<file path="config.mk">
export PLATFORM = sky130hd
export DESIGN_NAME = pioStatusReg
export DESIGN_NICKNAME = d
export VERILOG_FILES = /design/src/rtl/pio_stat_pkg.sv /design/src/rtl/pioStatCtrl.sv /design/src/rtl/pioLane.sv /design/src/rtl/pioStatData.sv /design/src/rtl/pioStatusReg.sv
export SDC_FILE = /design/constraint.sdc
export NUM_CORES = 1
export LEC_CHECK = 0
export BUFFER_PORTS_ARGS = -buffer_cell sky130_fd_sc_hd__buf_2
export CAP_MARGIN = 20
export CORE_MARGIN = 8
export CORE_UTILIZATION = 35
export DETAILED_ROUTE_END_ITERATION = 10
export GPL_ROUTABILITY_DRIVEN = 0
export PLACE_DENSITY = 0.72
export SYNTH_ARGS = -nofsm -noshare
export SYNTH_HDL_FRONTEND = slang
export SYNTH_SLANG_ARGS = --single-unit
export TNS_END_PERCENT = 1
</file>
<file path="constraint.sdc">
create_clock -name clk -period 1.8 [get_ports clk]
set_clock_uncertainty 0.2 [all_clocks]
set_input_delay 0.54 -clock clk [delete_from_list [all_inputs] [get_ports clk]]
set_output_delay 0.54 -clock clk [all_outputs]
set_load 0.005 [all_outputs]
</file>
<file path="src/rtl/pio_stat_pkg.sv">
package pio_stat_pkg;
  localparam int IDX_W = 2;
  localparam int LANES = 2;
  localparam int PLAY = 0;
  localparam int CAP = 1;

  typedef struct packed {
    logic [LANES-1:0] arm;
    logic [LANES-1:0] adv;
    logic [IDX_W-1:0] lastIdx;
    logic             flagEval;
    logic             irqSet;
    logic             irqClr;
  } strobe_t;

  // returns {byteHalf, channel}; both 1 when nothing is pending
  function automatic logic [1:0] laneFields(input logic ready, input logic [IDX_W-1:0] idx,
                                            input logic stereo, input logic wide);
    logic upper, right;
    upper = wide ? idx[0] : 1'b1;
    right = stereo ? (wide ? idx[1] : idx[0]) : 1'b0;
    if (!ready) return 2'b11;
    return {upper, ~right};
  endfunction
endpackage

</file>
<file path="src/rtl/pioStatCtrl.sv">
module pioStatCtrl
  import pio_stat_pkg::*;
(
  input  logic             sampleTick,
  input  logic             playWrStb,
  input  logic             capRdStb,
  input  logic             statWrStb,
  input  logic             stereoEn,
  input  logic             wideEn,
  input  logic             dmaUnderflow,
  input  logic             timerUnderflow,
  input  logic [LANES-1:0] laneReady,
  output strobe_t          stb
);
  logic [LANES-1:0] access;

  assign access[PLAY] = playWrStb;
  assign access[CAP]  = capRdStb;

  always_comb begin
    stb.arm      = {LANES{sampleTick}};
    stb.adv      = access & laneReady & {LANES{~sampleTick}};
    stb.lastIdx  = IDX_W'({stereoEn, wideEn} == 2'b11 ? 3 :
                          (stereoEn | wideEn) ? 1 : 0);
    stb.flagEval = sampleTick;
    stb.irqSet   = dmaUnderflow | timerUnderflow;
    stb.irqClr   = statWrStb;
  end
endmodule

</file>
<file path="src/rtl/pioLane.sv">
module pioLane
  import pio_stat_pkg::*;
(
  input  logic             clk,
  input  logic             rstN,
  input  logic             arm,
  input  logic             adv,
  input  logic [IDX_W-1:0] lastIdx,
  output logic             ready,
  output logic [IDX_W-1:0] idx
);
  always_ff @(posedge clk or negedge rstN) begin
    if (!rstN) begin
      ready <= 1'b0;
      idx   <= '0;
    end else if (arm) begin
      ready <= 1'b1;
      idx   <= '0;
    end else if (adv) begin
      if (idx >= lastIdx) begin
        ready <= 1'b0;
        idx   <= '0;
      end else begin
        idx <= idx + 1'b1;
      end
    end
  end

  a_r4_last_byte_clears: assert property (@(posedge clk) disable iff (!rstN)
    adv && !arm && idx == lastIdx |=> !ready);
  a_r11_tick_restarts: assert property (@(posedge clk) disable iff (!rstN)
    arm |=> ready && idx == '0);
  a_r6_idle_holds: assert property (@(posedge clk) disable iff (!rstN)
    !ready && !arm |=> !ready && $stable(idx));
endmodule

</file>
<file path="src/rtl/pioStatData.sv">
module pioStatData
  import pio_stat_pkg::*;
(
  input  logic             clk,
  input  logic             rstN,
  input  strobe_t          stb,
  input  logic             stereoEn,
  input  logic             wideEn,
  output logic [LANES-1:0] laneReady,
  output logic [7:0]       statusByte,
  output logic             capOverrun,
  output logic             playUnderrun,
  output logic             intFlag
);
  logic [IDX_W-1:0] laneIdx [LANES];
  logic [1:0]       laneFld [LANES];

  for (genvar g = 0; g < LANES; g++) begin : gLane
    pioLane uLane (
      .clk(clk), .rstN(rstN), .arm(stb.arm[g]), .adv(stb.adv[g]),
      .lastIdx(stb.lastIdx), .ready(laneReady[g]), .idx(laneIdx[g])
    );
    assign laneFld[g] = laneFields(laneReady[g], laneIdx[g], stereoEn, wideEn);
  end

  always_ff @(posedge clk or negedge rstN) begin
    if (!rstN) begin
      capOverrun   <= 1'b0;
      playUnderrun <= 1'b0;
    end else if (stb.flagEval) begin
      capOverrun   <= laneReady[CAP];
      playUnderrun <= laneReady[PLAY];
    end
  end

  always_ff @(posedge clk or negedge rstN) begin
    if (!rstN)           intFlag <= 1'b0;
    else if (stb.irqSet) intFlag <= 1'b1;
    else if (stb.irqClr) intFlag <= 1'b0;
  end

  assign statusByte = {laneFld[CAP], laneReady[CAP], capOverrun | playUnderrun,
                       laneFld[PLAY], laneReady[PLAY], intFlag};

  a_r7_underrun_seen: assert property (@(posedge clk) disable iff (!rstN)
    stb.flagEval && laneReady[PLAY] |=> playUnderrun);
  a_r7_overrun_seen: assert property (@(posedge clk) disable iff (!rstN)
    stb.flagEval && laneReady[CAP] |=> capOverrun);
  a_r8_irq_sticky: assert property (@(posedge clk) disable iff (!rstN)
    intFlag && !stb.irqClr |=> intFlag);
  a_r9_irq_clears: assert property (@(posedge clk) disable iff (!rstN)
    stb.irqClr && !stb.irqSet |=> !intFlag);
endmodule

</file>
<file path="src/rtl/pioStatusReg.sv">
module pioStatusReg
  import pio_stat_pkg::*;
(
  input  logic       clk,
  input  logic       rstN,
  input  logic       sampleTick,
  input  logic       playWrStb,
  input  logic       capRdStb,
  input  logic       statWrStb,
  input  logic       stereoEn,
  input  logic       wideEn,
  input  logic       irqEn,
  input  logic       dmaUnderflow,
  input  logic       timerUnderflow,
  output logic [7:0] statusByte,
  output logic       capOverrun,
  output logic       playUnderrun,
  output logic       irqPin
);
  strobe_t          stb;
  logic [LANES-1:0] laneReady;
  logic             intFlag;

  pioStatCtrl uCtrl (
    .sampleTick(sampleTick), .playWrStb(playWrStb), .capRdStb(capRdStb),
    .statWrStb(statWrStb), .stereoEn(stereoEn), .wideEn(wideEn),
    .dmaUnderflow(dmaUnderflow), .timerUnderflow(timerUnderflow),
    .laneReady(laneReady), .stb(stb)
  );

  pioStatData uData (
    .clk(clk), .rstN(rstN), .stb(stb), .stereoEn(stereoEn), .wideEn(wideEn),
    .laneReady(laneReady), .statusByte(statusByte), .capOverrun(capOverrun),
    .playUnderrun(playUnderrun), .intFlag(intFlag)
  );

  assign irqPin = intFlag & irqEn;
endmodule

</file>
Word-level counts from Yosys, hierarchy flattened --
Index checks and enable logic that the tools add are counted.
Operators by class: eq/ne operators 1, muxes and demuxes 24, reduce and logical (&&, ||, !) cells 7, divide/modulo/power cells 0, shifts and indexed selects 0, $mul 0, bitwise logic cells 9, add/subtract/negate cells 2, order comparisons 2
Operators with widths (count):
- 2-bit two-way mux | 9
- 1-bit two-way mux | 15
- 2-bit nonzero test | 5
- 2-bit by 1-bit adder with 2-bit output, second input constant | 2
- 2-bit bitwise AND | 2
- 2-bit >= comparator | 2
- 2-bit AND reduction | 2
- 1-bit NOT | 3
- 1-bit bitwise OR | 3
- 2-bit equality test, second input constant | 1
- 1-bit bitwise AND | 1
Storage, ports and cells: output and inout port bits 11, bits in latches 0, register bits 9, memories kept 0, word-level logic and storage cells 52, memory bits (read-only) 0, bits in writable memories 0, input port bits 11

Longest topological paths before layout --
word-level depth 7, gate-level depth with buffers 5, gate-level depth less buffers 5

Cells and area by module --
Synthesis repeated with hierarchy kept, for this count alone.
Unflattened totals: cells, all modules 63, area total of the unflattened synthesis 661.9 um^2
By module, submodules not included:
- pioLane | seq. area each 75.1 um^2, cells an instance 18, times used 2, area each 201.4 um^2
- pioStatData | seq. area each 75.1 um^2, cells an instance 17, times used 1, area each 185.2 um^2
- pioStatCtrl | seq. area each 0.0 um^2, cells an instance 9, times used 1, area each 67.6 um^2
- pioStatusReg | seq. area each 0.0 um^2, cells an instance 1, times used 1, area each 6.3 um^2

Least setup slack after synthesis --
OpenSTA, ideal clock, no wires.
path kind input port to flip-flop, from input wideEn, to register uData.gLane[0].uLane.idx[0], library setup time 0.073 ns, arrival time 1.771 ns, slack -0.244 ns, data required time 1.527 ns, stages 5, path buffers 0, cells stage by stage or2_2 ha_1 nand2b_1 a2111o_1 a21oi_2
On the way: cells in the longest elaborated chain, start to end 7, elaborated cells between the ends (all ways) 8, those cells by class order compare (1); eq/ne (1); mux (5); bitwise (1)
RTL lines:
- from (decl) | line pioStatusReg.sv:11 | input logic wideEn,
- 1-bit bitwise OR | line pioStatCtrl.sv:24 | (stereoEn | wideEn) ? 1 : 0);
- 1-bit two-way mux | line pioStatCtrl.sv:24
- 2-bit two-way mux * | line pioStatCtrl.sv:23 | stb.lastIdx = IDX_W'({stereoEn, wideEn} == 2'b11 ? 3 :
- 2-bit >= comparator * | line pioLane.sv:20 | if (idx >= lastIdx) begin
- 2-bit two-way mux * | line pioLane.sv:20
- 2-bit two-way mux * | line pioLane.sv:19 | end else if (adv) begin
- 2-bit two-way mux * | line pioLane.sv:16 | end else if (arm) begin
- to (signal assigned) | line pioLane.sv:24 | idx <= idx + 1'b1;
- to (decl) | line pioLane.sv:10 | output logic [IDX_W-1:0] idx
Every way passes the cells marked *; elsewhere a longest branch is shown, timed or not. The select of a mux whose other input is x is not followed. A chain may end at the register's enable or synchronous reset.

Worst setup path after layout --
from input wideEn, to output statusByte[6]
On the way: cells in the longest elaborated chain, start to end 4
RTL lines:
- 1-bit two-way mux (2 in a row) | line pio_stat_pkg.sv:21 | right = stereo ? (wide ? idx[1] : idx[0]) : 1'b0;
- 1-bit NOT | line pio_stat_pkg.sv:23 | return {upper, ~right};
- 2-bit two-way mux | line pio_stat_pkg.sv:23
- to (decl) | line pioStatusReg.sv:15 | output logic [7:0] statusByte,
No other way between the ends.

==> impl_metrics.tcl <==
set metrics [dict create \
    num_rows 14 \
    grt_pass1_wl_mm 2.573 \
    die_w_um 56.42 \
    remaining_drc_errors 0 \
    path_cells "buf_6, buf_6, o21ai_2, nand3_1, buf_2" \
    fmax_ghz 0.5525 \
    first_pass_iters 4 \
    dpl.cell_count 98 \
    crit_type "primary input to output pin" \
    total_power_w 0.0006790 \
    layout_common_cells "20 x buf_2, 9 x dfrtp_1, 7 x nand2_1, 6 x buf_4, 4 x nand3_1" \
    synth_cell_types 27 \
    nFillCells 136 \
    crit_fanout 7 \
    critPathTopFamily "buffers and inverters" \
    hp-class "primary input to flip-flop" \
    setup_viol_count_final 2 \
    syn_area_um2 571.8 \
    grt_remaining_overflow 0 \
    crit_buf_inv 3 \
    worstPathArrival_ns 1.07 \
    ys_ff_latch 9 \
    cts_tree "built" \
    start_util_pct 37.52 \
    status "finished with violations" \
    crit_path_top_delay_cell "buf_2" \
    diodes 0 \
    cp_common_cell "buf_6" \
    violations "negative setup slack" \
    fp.dieArea_um2 3183 \
    cts_inserted_buffers 3 \
    cts_sinks 9 \
    ctsRootBufferMaster "clkbuf_4" \
    fp.dieH_um 56.42 \
    rsz0062_at_grt "yes" \
    crit_path_max_incr_delay_ns 0.14 \
    yosys_warnings 0 \
    syn2layout_area_growth_pct 43.54 \
    coreArea_um2 1524 \
    io_pins 22 \
    synth.net_count 76 \
    finalHoldViolCount 0 \
    worst_slew_pin_slew_ns 0.2784 \
    stdcell_count 106 \
    drtAntennaViolNets 0 \
    end_kind "output pin" \
    leakagePower_nw 0.3847 \
    drv_cap 0 \
    grt_max_degree 11 \
    cts_buffer_depth 2 \
    postSynthCellCount 61 \
    finalMaxSlewViolations 0 \
    worstSetupStartpointType "primary input" \
    power.density_nw_per_um2 827.3 \
    slew_headroom_pct 81.33 \
    layout_commonest_cell "buf_2" \
    ir_drop_mv 0.3856 \
    layout-drive-gt1-share_pct 52.22 \
    grt_pass1_vias 608 \
    final.period_utilization_pct 100.6 \
    finalWorstSetupSlack_ns -0.01010 \
    place_hpwl_mm 1.189 \
    syn-mean-instance-area_um2 9.374 \
    async_reset_ff_share_pct 100.0 \
    synth_area_leaders "dfrtp_1 39%, ha_1 8.8%, nand2_1 4.6%, buf_4 3.9%, mux2_2 3.9%" \
    numPortBuffers 21 \
    dr.first_iter.drc_count 13 \
    synth.largest_area_cell "dfrtp_1" \
    synth-seq-area-share_pct 39.39 \
    worst_ep_required_time_ns 1.06 \
    period_needed_ns 1.810 \
    synthFlopType "dfrtp_1" \
    yosysTopAreaCellShare_pct 39.39 \
    finish.net_count 106 \
    wl_per_cell_um 14.88 \
    grt_usage_pct 10.03 \
    place_ws_ns -0.2536 \
    routed_wl_mm 1.577 \
    clk-insertion-delay-late_ns 0.26 \
    synth_edf_count 0 \
    antenna_found_initial 0 \
    avgViaCountPerCell 5.368 \
    num_vias 569 \
    htree_levels 1 \
    clk_pin_slew_ns 0.06 \
]
## sequential cells by signal, indices dropped and copies added (netlist names)
name / count
uData.capOverrun: 1
uData.gLane.uLane.idx: 4
uData.gLane.uLane.ready: 2
uData.intFlag: 1
uData.playUnderrun: 1
## path summary, 6_finish.rpt
check	start	endpoint	slack [ns]	depth (start not counted)
min in group asynchronous	rstN	uData.gLane[1].uLane.idx[1]	0.46	2
min	statWrStb	uData.intFlag	0.28	2
max in group asynchronous	rstN	uData.intFlag	0.76	2
max	wideEn	statusByte[6]	-0.01	5
min reg2reg	uData.playUnderrun	uData.playUnderrun	0.33	1
max reg2reg	uData.gLane[0].uLane.idx[0]	uData.gLane[0].uLane.idx[0]	0.18	5
## per-stage QoR
stage	TNS (ns)	utilization (%)	hold slack (ns)	area (µm²)
after floorplan	-0.1627	-	0.04441	614.3
after global placement	-1.040	48.69	0.2031	742.0
after detailed placement	-1.171	48.69	0.1995	742.0
after CTS	-0.04218	53.12	0.2638	809.5
after global routing	-0.1363	53.86	0.2835	820.8
final	-0.01108	53.86	0.2793	820.8
## synth_stat cells, types with 2 or more instances
library cell  n
inv_1         5
ha_1          4
nand3_1       4
dfrtp_1       9
a21oi_1       2
mux2_2        2
nor2_1        2
buf_4         3
a211oi_1      2
or2_2         2
nand2b_1      2
o21ai_0       3
nand2_1       7
## report_power, final
group | internal, W | switching [W] | leakage (nW)
combinational | 0.000145 | 0.000115 | 0.265
clock | 0.0000853 | 0.0000678 | 0.0150
sequential | 0.000233 | 0.0000340 | 0.105
## logic make-up (layout without fill, tap and decap cells)
logic type	Yosys count	after routing	share of synthesized area, %
xor+xnor	1	1	1.532
flops	9	9	39.39
simple gates	20	20	17.51
compound gates	16	16	20.79
buf+inv	9	38	8.096
fa+ha+maj	4	4	8.753
mux	2	2	3.938
## area by class of cell
| type | instances | area (µm²) | share of cell area, % |
|---|---|---|---|
| clock buffer | 4 | 26.28 | 3.201 |
| tap | 16 | 20.02 | 2.439 |
| multi-input combinational | 43 | 352.8 | 42.99 |
| timing repair buffer | 29 | 177.7 | 21.65 |
| sequential | 9 | 225.2 | 27.44 |
| inverter | 5 | 18.77 | 2.287 |
## routing by layer
| metal | GRT usage, % | part of all wire, % |
|---|---|---|
| met1 | 8.398 | 36 |
| met2 | 19.12 | 57 |
| met3 | 4.270 | 3.9 |
| met4 | 5.155 | 2.5 |
| met5 | 0 | 0 |
## what timing repair did
action	in CTS	in global routing
resized for setup	6	2
setup endpoints to repair	5	4
pin swaps	3	2
hold buffers	1	0
setup buffers	2	1
endpoints found under the hold margin	9	0
Note: power is estimated with default switching activity, not from simulation.
